--- config.mk ---
export PLATFORM = sky130hd
export DESIGN_NAME = pwmMonitor
export DESIGN_NICKNAME = d
export VERILOG_FILES = /design/src/rtl/pwmMonPkg.sv /design/src/rtl/pwmMonCtrl.sv /design/src/rtl/pwmMonDatapath.sv /design/src/rtl/pwmMonBands.sv /design/src/rtl/pwmMonitor.sv
export SDC_FILE = /design/constraint.sdc
export NUM_CORES = 1
export LEC_CHECK = 0
export ABC_AREA = 1
export BUFFER_PORTS_ARGS = -buffer_cell sky130_fd_sc_hd__buf_2
export CAP_MARGIN = 20
export CORE_AREA = 8 8 226 228
export DETAILED_ROUTE_END_ITERATION = 8
export DIE_AREA = 0 0 234 236
export GPL_TIMING_DRIVEN = 0
export PLACE_DENSITY = 0.38
export SKIP_LAST_GASP = 1
export SLEW_MARGIN = 40
export SYNTH_ARGS = -nofsm -noshare
export SYNTH_HDL_FRONTEND = slang
export SYNTH_SLANG_ARGS = --single-unit
--- constraint.sdc ---
create_clock -name clk -period 3.75 [get_ports clk]
set_clock_uncertainty 0.1 [all_clocks]
set_input_delay 0.75 -clock clk [delete_from_list [all_inputs] [get_ports clk]]
set_output_delay 0.75 -clock clk [all_outputs]
set_load 0.1 [all_outputs]
--- src/rtl/pwmMonPkg.sv ---
package pwmMonPkg;

  // Strobes from the control module to the datapath, one cycle wide.
  typedef struct packed {
    logic rise;    // armed rising edge captured this cycle
    logic fall;    // armed falling edge captured this cycle
    logic first;   // this edge is the first since reset/timeout
    logic toLow;   // timeout while awaiting a rising edge
    logic toHigh;  // timeout while awaiting a falling edge
  } ctrlStrb_t;

  localparam int CODE_W = 3;
  localparam logic [CODE_W-1:0] CODE_OFF     = 3'd0;
  localparam logic [CODE_W-1:0] CODE_INVALID = 3'd7;

endpackage

--- src/rtl/pwmMonCtrl.sv ---
module pwmMonCtrl
  import pwmMonPkg::*;
#(
  parameter int SYNC_STAGES = 2
) (
  input  logic      clk,
  input  logic      rst,
  input  logic      pwmIn,
  input  logic      deadlineHit,
  output ctrlStrb_t strb
);

  logic [SYNC_STAGES-1:0] syncQ;
  logic lineLvl, prevLvl;
  logic armRise, firstPend;
  logic riseEdge, fallEdge, anyEdge;

  assign lineLvl  = syncQ[SYNC_STAGES-1];
  assign riseEdge = lineLvl & ~prevLvl;
  assign fallEdge = ~lineLvl & prevLvl;

  always_comb begin
    strb.rise   = armRise & riseEdge;
    strb.fall   = ~armRise & fallEdge;
    strb.first  = firstPend;
    anyEdge     = strb.rise | strb.fall;
    strb.toLow  = deadlineHit & ~anyEdge & armRise;
    strb.toHigh = deadlineHit & ~anyEdge & ~armRise;
  end

  always_ff @(posedge clk) begin
    if (rst) begin
      syncQ     <= '0;
      prevLvl   <= 1'b0;
      armRise   <= 1'b1;
      firstPend <= 1'b1;
    end else begin
      syncQ   <= {syncQ[SYNC_STAGES-2:0], pwmIn};
      prevLvl <= lineLvl;
      if (strb.rise) armRise <= 1'b0;
      if (strb.fall) armRise <= 1'b1;
      if (anyEdge) firstPend <= 1'b0;
      else if (strb.toLow || strb.toHigh) firstPend <= 1'b1;
    end
  end

  // At most one event reaches the datapath per cycle.
  assert_one_event_R7: assert property (@(posedge clk) disable iff (rst)
    $onehot0({strb.rise, strb.fall, strb.toLow, strb.toHigh}));

  // After a captured rising edge the next captured edge cannot be a rising one.
  assert_alternate_R3: assert property (@(posedge clk) disable iff (rst)
    strb.rise |=> !strb.rise);

endmodule

--- src/rtl/pwmMonDatapath.sv ---
module pwmMonDatapath
  import pwmMonPkg::*;
#(
  parameter int     CNT_W         = 32,
  parameter longint TIMEOUT_TICKS = 24_000_000
) (
  input  logic             clk,
  input  logic             rst,
  input  ctrlStrb_t        strb,
  output logic             deadlineHit,
  output logic [CNT_W-1:0] periodTicks,
  output logic [CNT_W-1:0] highTicks,
  output logic             measValid
);

  localparam logic [CNT_W-1:0] TIMEOUT_W = CNT_W'(TIMEOUT_TICKS);
  localparam logic [CNT_W-1:0] ONE_W     = CNT_W'(1);

  logic [CNT_W-1:0] tickCnt, pulseStart, deadline, refStart;

  // A first edge is referenced one tick back, so its interval is exactly 1.
  assign refStart    = strb.first ? (tickCnt - ONE_W) : pulseStart;
  assign deadlineHit = (tickCnt == deadline);

  always_ff @(posedge clk) begin
    if (rst) begin
      tickCnt     <= '0;
      pulseStart  <= '0;
      deadline    <= TIMEOUT_W;
      periodTicks <= ONE_W;
      highTicks   <= '0;
      measValid   <= 1'b0;
    end else begin
      tickCnt <= tickCnt + ONE_W;
      if (strb.rise) begin
        periodTicks <= tickCnt - refStart;
        pulseStart  <= tickCnt;
        measValid   <= ~strb.first;
      end
      if (strb.fall) highTicks <= tickCnt - refStart;
      if (strb.rise || strb.fall) deadline <= tickCnt + TIMEOUT_W;
      if (strb.toLow) begin
        periodTicks <= ONE_W;
        highTicks   <= '0;
        measValid   <= 1'b0;
      end
      if (strb.toHigh) begin
        periodTicks <= ONE_W;
        highTicks   <= ONE_W;
        measValid   <= 1'b0;
      end
    end
  end

  assert_first_rise_R4: assert property (@(posedge clk) disable iff (rst)
    strb.rise && strb.first |=> periodTicks == ONE_W && !measValid);

  assert_real_period_R2: assert property (@(posedge clk) disable iff (rst)
    strb.rise && !strb.first |=> measValid);

  assert_timeout_low_R5: assert property (@(posedge clk) disable iff (rst)
    strb.toLow |=> periodTicks == ONE_W && highTicks == '0 && !measValid);

  assert_timeout_high_R6: assert property (@(posedge clk) disable iff (rst)
    strb.toHigh |=> periodTicks == ONE_W && highTicks == ONE_W && !measValid);

endmodule

--- src/rtl/pwmMonBands.sv ---
module pwmMonBands
  import pwmMonPkg::*;
#(
  parameter int     CNT_W      = 32,
  parameter longint TICK_HZ    = 24_000_000,
  parameter int     NUM_BANDS  = 5,
  parameter int     BAND_STEP  = 10,
  parameter int     BAND_HALF  = 5
) (
  input  logic [CNT_W-1:0]  periodTicks,
  output logic [CODE_W-1:0] bandCode
);

  logic [63:0]          periodWide;
  logic [NUM_BANDS-1:0] bandHit;

  assign periodWide = 64'(periodTicks);

  // f in (lo, hi]  <=>  ceil(TICK_HZ/hi) <= P < ceil(TICK_HZ/lo)
  for (genvar b = 0; b < NUM_BANDS; b++) begin : gBand
    localparam longint LO_HZ = longint'(BAND_STEP * (b + 1) - BAND_HALF);
    localparam longint HI_HZ = longint'(BAND_STEP * (b + 1) + BAND_HALF);
    localparam longint MIN_P = (TICK_HZ + HI_HZ - 1) / HI_HZ;
    localparam longint LIM_P = (TICK_HZ + LO_HZ - 1) / LO_HZ;
    assign bandHit[b] = (periodWide >= 64'(MIN_P)) && (periodWide < 64'(LIM_P));
  end

  always_comb begin
    bandCode = CODE_INVALID;
    for (int b = NUM_BANDS - 1; b >= 0; b--) begin
      if (bandHit[b]) bandCode = CODE_W'(b + 1);
    end
    if (periodTicks <= CNT_W'(1)) bandCode = CODE_OFF;
  end

endmodule

--- src/rtl/pwmMonitor.sv ---
module pwmMonitor
  import pwmMonPkg::*;
#(
  parameter int     CNT_W         = 32,
  parameter longint TICK_HZ       = 24_000_000,
  parameter longint TIMEOUT_TICKS = 24_000_000,
  parameter int     SYNC_STAGES   = 2
) (
  input  logic             clk,
  input  logic             rst,
  input  logic             pwmIn,
  output logic [CNT_W-1:0] periodTicks,
  output logic [CNT_W-1:0] highTicks,
  output logic             measValid,
  output logic [2:0]       bandCode
);

  ctrlStrb_t strb;
  logic      deadlineHit;

  pwmMonCtrl #(.SYNC_STAGES(SYNC_STAGES)) uCtrl (
    .clk(clk), .rst(rst), .pwmIn(pwmIn),
    .deadlineHit(deadlineHit), .strb(strb)
  );

  pwmMonDatapath #(.CNT_W(CNT_W), .TIMEOUT_TICKS(TIMEOUT_TICKS)) uDp (
    .clk(clk), .rst(rst), .strb(strb), .deadlineHit(deadlineHit),
    .periodTicks(periodTicks), .highTicks(highTicks), .measValid(measValid)
  );

  pwmMonBands #(.CNT_W(CNT_W), .TICK_HZ(TICK_HZ)) uBands (
    .periodTicks(periodTicks), .bandCode(bandCode)
  );

  // A real measurement never reads as "off".
  assert_valid_not_off_R9: assert property (@(posedge clk) disable iff (rst)
    measValid |-> bandCode != CODE_OFF);

endmodule

After elaboration in Yosys (flattened, before gate mapping):

Cells that the tools add are included.

* memory bits (read-only): 0
* logic and storage cells: 63
* memories: 0
* bits in latches: 0
* memory bits (writable): 0
* flip-flop bits (word level): 166

* reduce and logical (&&, ||, !) cells: 11
* shifts and indexed selects: 0
* divide/modulo/power cells: 0
* add/sub/neg operators: 4
* equal/unequal tests: 1
* muxes and demuxes: 12
* multipliers: 0
* $lt $le $gt $ge: 11
* bitwise gates (word level): 13

Operators by type and width (count)
* $ge A32 B20 Y1 const B: 3
* $lt A32 B20 Y1 const B: 3
* $add A32 B1 Y32 const B: 1
* $add A32 B25 Y32 const B: 1
* $eq A32 B32 Y1: 1
* $ge A32 B19 Y1 const B: 1
* $ge A32 B21 Y1 const B: 1
* $le A32 B1 Y1 const B: 1
* $lt A32 B21 Y1 const B: 1
* $lt A32 B23 Y1 const B: 1
* $mux W32: 1
* $sub A32 B1 Y32 const B: 1
* $sub A32 B32 Y32: 1
* $mux W3: 4
* $and A1 B1 Y1: 7
* $logic_and A1 B1 Y1: 5
* $mux W1: 5
* $not A1 Y1: 5
* $mux W2: 2
* $reduce_bool A3 Y1: 1
* $reduce_or A3 Y1: 1
* $logic_or A1 B1 Y1: 2
* $reduce_bool A2 Y1: 1
* $reduce_or A2 Y1: 1
* $or A1 B1 Y1: 1

Logic depth before layout (Yosys ltp):

* word-level depth: 10
* gate-level depth with buffers: 25
* mapped depth without buffers: 24

Hierarchy:

A second synthesis with hierarchy kept.

* cells, all modules: 1930
* area total of the unflattened synthesis: 11517.3 um2

By module, submodules not included
* pwmMonDatapath: cells each 1749, sequential area each 3223.1 um2, instances 1, area each 10628.9 um2
* pwmMonBands: cells each 151, sequential area each 0.0 um2, instances 1, area each 668.1 um2
* pwmMonCtrl: cells each 30, sequential area each 100.1 um2, instances 1, area each 220.2 um2

Least setup slack after synthesis:

No wires, ideal clock.

* path type: register -> output
* start point: register uDp.periodTicks[13]
* end point: output bandCode[2]
* slack: -244 ps
* arrival time: 3144 ps
* stages on the path, launching flop included: 9
* buffers on the path: 0
* path through: dfxtp_1 -> nand2_1 -> nor2_1 -> o21ai_0 -> nand3_1 -> nand4_1 -> nand3_1 -> nand2_1 -> nor2_1

* word-level cells in the longest chain between the ends: 6
* elaborated cells between the ends (all ways): 14

RTL lines
* start: declaration: RTL line pwmMonDatapath.sv:11 `output logic [CNT_W-1:0] periodTicks,`
* start signal: assignment: RTL line pwmMonDatapath.sv:36 `periodTicks <= tickCnt - refStart;`
* $ge A32 B20 Y1 / $lt A32 B20 Y1 (equally long branches): RTL line pwmMonBands.sv:25 `assign bandHit[b] = (periodWide >= 64'(MIN_P)) && (periodWide < 64'(LIM_P));`
* $logic_and A1 B1 Y1: RTL line pwmMonBands.sv:25
* $mux W3 (3 in series): RTL line pwmMonBands.sv:31 `if (bandHit[b]) bandCode = CODE_W'(b + 1);`
* $mux W3 *: RTL line pwmMonBands.sv:33 `if (periodTicks <= CNT_W'(1)) bandCode = CODE_OFF;`
* end: declaration: RTL line pwmMonitor.sv:15 `output logic [2:0] bandCode`

Every way passes the cells marked *; elsewhere a longest branch is shown, timed or not.

Worst setup path in the final report:

* start point: register uDp.tickCnt[0]
* end point: register uDp.periodTicks[25]

* word-level cells in the longest chain between the ends: 4
* elaborated cells between the ends (all ways): 8

RTL lines
* start: declaration: RTL line pwmMonDatapath.sv:19 `logic [CNT_W-1:0] tickCnt, pulseStart, deadline, refStart;`
* start signal: assignment: RTL line pwmMonDatapath.sv:34 `tickCnt <= tickCnt + ONE_W;`
* branches (longest 4 deep; another with $sub A32 B1 Y32)

Several ways; the timed one is not identified.
A chain may end at the register's enable or synchronous reset.

==> impl_metrics.ini <==
[sta]
fin_hold_ws_ps = 304
finalHoldViolCount = 0
worstMarginPinSlew_ps = 837
maxSlewHeadroom_pct = 43.7
setup_viol = 0
fin_crit_sh_pct = 96.2
period_needed_ps = 3610
grt_setup_unrepaired = yes
fmax_mhz = 277
slew_viol_final = 0

[finish]
final_util_pct = 29.1
final_cell_mix = nand2_1, inv_1, nor2_1
final_common_cell = nand2_1
drive_gt1_share_pct = 13.1
ff_latch_area_um2 = 3330
num-fill-cells = 5413
finalNetCount = 2066
antenna_cells = 0
multi_input_area_um2 = 7180
area_growth_pct = 18.0

[floorplanning]
die_y_um = 236
ioPinCount = 71
rows = 80
start_util_pct = 24.6
fp.dieArea_um2 = 55200
coreArea_um2 = 47300
die_w_um = 234

[clocking]
clkSinkCount = 166
clk_latency_ps = 500
h-tree-depth = 4
cts_tree = built
hold_buffers = 0
clkTransAtPathRegs_ps = 70
cts_buffers = 17
root_buffer = clkbuf_16
cts_max_path_buffers = 2

[critical_path]
r2r_slack_ps = 140
worstSetupEndpointType = flip-flop
worstPathMaxFanout = 8
worstPathArrival_ps = 3900
worst-path-buf-inv = 4
crit_required_ps = 4040
path_cells = buf_4 > inv_4 > ha_4 > nand2_2 > nor2_4 > nand3_2 > or2_4 > xor2_1 > nand2_1 > o21ai_0 > ha_1 > nand2_2 > nor2_1 > inv_2 > nor2_4 > and2_1 > nand2_1 > nand3_1 > nand3_1 > nand2_1 > inv_1
critPathTopFamily = simple AND/OR/NAND/NOR gates
startpoint_type = flip-flop
crit_slowest_cell = ha_1
cp_common_cell = nand2_1
max_stage_delay_ps = 410
crit_type = flip-flop to flip-flop

[yosys]
yosys_warnings = 0
ys_ff_latch = 166
synth.distinct_cells = 51
netlist_area_um2 = 11700
synth_cells = 1923
synth_area_per_cell_um2 = 6.07
syn-num-nets = 1963
synth-edff-count = 0
synth_ff_type = dfxtp_1
yosysSeqAreaShare_pct = 28.5
synthArstFlopShare_pct = 0

[worst_hold_path]
hold_path_class = flip-flop to flip-flop

[grt]
grt_pass1_wl_mm = 73.9
track_usage_pct = 17.9
grt_pass1_vias = 12100
grt_max_degree = 17
grt_antenna_before_repair = 0
globalRouteOverflowTotal = 0

[power]
power_density_nw_per_um2 = 373
p_leak_uw = 0.00670
ir_drop_uv = 262

[place]
dp_hpwl_mm = 40.0
gp_congestion = 0.847
io_buffers = 70

[route]
num_vias = 12300
viasPerCell = 4.63
drt_wl_total_mm = 48.9
drc = 0
drt_first_pass_iters = 8
wl_per_cell_um = 18.4
drtAntennaViolNets = 0
drtIter0Drc = 734

[status]
outcome = finished clean

[run]
cap_violations = 0
-- Yosys cell counts (2+ instances only) --
library cell | instances | area share [%]
nand2_1 | 554 | 18
inv_1 | 253 | 8.1
nor2_1 | 233 | 7.5
dfxtp_1 | 166 | 28
nand3_1 | 123 | 5.3
a21oi_1 | 122 | 5.2
o21ai_0 | 109 | 4.7
ha_1 | 36 | 3.9
clkbuf_1 | 35 | 1.1
xor2_1 | 35 | 2.6
xnor2_1 | 34 | 2.6
nand4_1 | 27 | 1.4
buf_2 | 25 | 1.1
nor3_1 | 24 | 1.0
o211ai_1 | 24 | 1.5
or2_2 | 15 | 0.80
nor2_2 | 10 | 0.54
buf_4 | 7 | 0.45
nor4_1 | 7 | 0.38
o21ai_1 | 7 | 0.30
o21bai_1 | 7 | 0.45
and2_1 | 6 | 0.32
inv_2 | 6 | 0.19
a31oi_1 | 5 | 0.27
nand2_2 | 5 | 0.27
nand3_2 | 5 | 0.43
nor2_4 | 5 | 0.48
buf_6 | 4 | 0.39
buf_1 | 3 | 0.096
nand3b_1 | 3 | 0.19
nor3_2 | 3 | 0.26
o22ai_1 | 3 | 0.16
clkbuf_2 | 2 | 0.086
o21a_1 | 2 | 0.13
o31ai_1 | 2 | 0.13
-- stage by stage --
step | total power (uW) | setup WS, ps | TNS (ps) | cell area [um^2] | std cells
after floorplan | 2810 | 220 | 0 | 11700 | 1923
after global placement | 3150 | -419 | -5860 | 12800 | 2608
after detailed placement | 3150 | -435 | -5790 | 12800 | 2609
after CTS | 5150 | 6.50 | 0 | 13500 | 2642
after global routing | 5390 | -20.4 | -65.1 | 13800 | 2654
final | 5130 | 143 | 0 | 13800 | 2654
-- worst min-delay path, cell delays in order, from the launching register on --
cell,delay (ps)
dfxtp_1,300
inv_1,40
nor2_1,30
-- state kept, by name, summed over array words and instances (netlist names) --
signal,cells
uCtrl.prevLvl,1
uDp.highTicks,32
uCtrl.firstPend,1
uDp.measValid,1
uCtrl.syncQ,2
uDp.deadline,32
uDp.periodTicks,32
uDp.pulseStart,32
uCtrl.armRise,1
uDp.tickCnt,32
-- timing repair --
action,4_1_cts,5_1_grt
buffers inserted,1,12
pin swaps,1,7
setup endpoints to repair,45,41
gates resized for setup,14,57
-- final cells by class --
class	count	share of cell area [%]
plain buffers	77	2.99
well taps	615	5.59
flip-flops and latches	166	24.2
repair buffers	84	3.34
clock buffers	19	3.29
inverters	260	7.23
clock inverters	13	1.25
multi-input cells	1420	52.1
-- cell families (layout without fill, tap and decap cells) --
family / after synthesis / in the layout / share of synthesized area [%]
buffers and inverters: 337 / 453 / 11.7
and+or+nand+nor: 1027 / 1027 / 37.3
muxes: 1 / 1 / 0.0858
adders and majority gates: 37 / 37 / 4.03
xor gates and xnor gates: 69 / 69 / 5.18
DFF: 166 / 166 / 28.5
AOI/OAI and AO/OA: 286 / 286 / 13.2
-- worst paths after layout --
| path | start | end | cells past startpoint |
|---|---|---|---|
| worst max-delay path | uDp.tickCnt[0] | uDp.periodTicks[25] | 21 |
| worst min-delay path | uCtrl.syncQ[0] | uCtrl.syncQ[1] | 2 |
| worst max register to register | uDp.tickCnt[0] | uDp.periodTicks[25] | 21 |
| worst min register to register | uCtrl.syncQ[0] | uCtrl.syncQ[1] | 2 |
-- layer usage --
| metal | global-route usage, % | vias up | wire length, um |
|---|---|---|---|
| met5 | 0 | - | 0 |
| met4 | 6.96 | 0 | 1430 |
| met3 | 2.69 | 53 | 1680 |
| met2 | 30.0 | 223 | 23000 |
| met1 | 22.7 | 5700 | 22900 |
| li1 | - | 6304 | - |
-- where the power goes --
group	switching [uW]	leakage, uW	internal (uW)
Sequential	52.8	0.00135	1820
Combinational	939	0.00504	349
Clock	874	0.000309	1090
No activity file was read; power rests on OpenSTA's default activity.
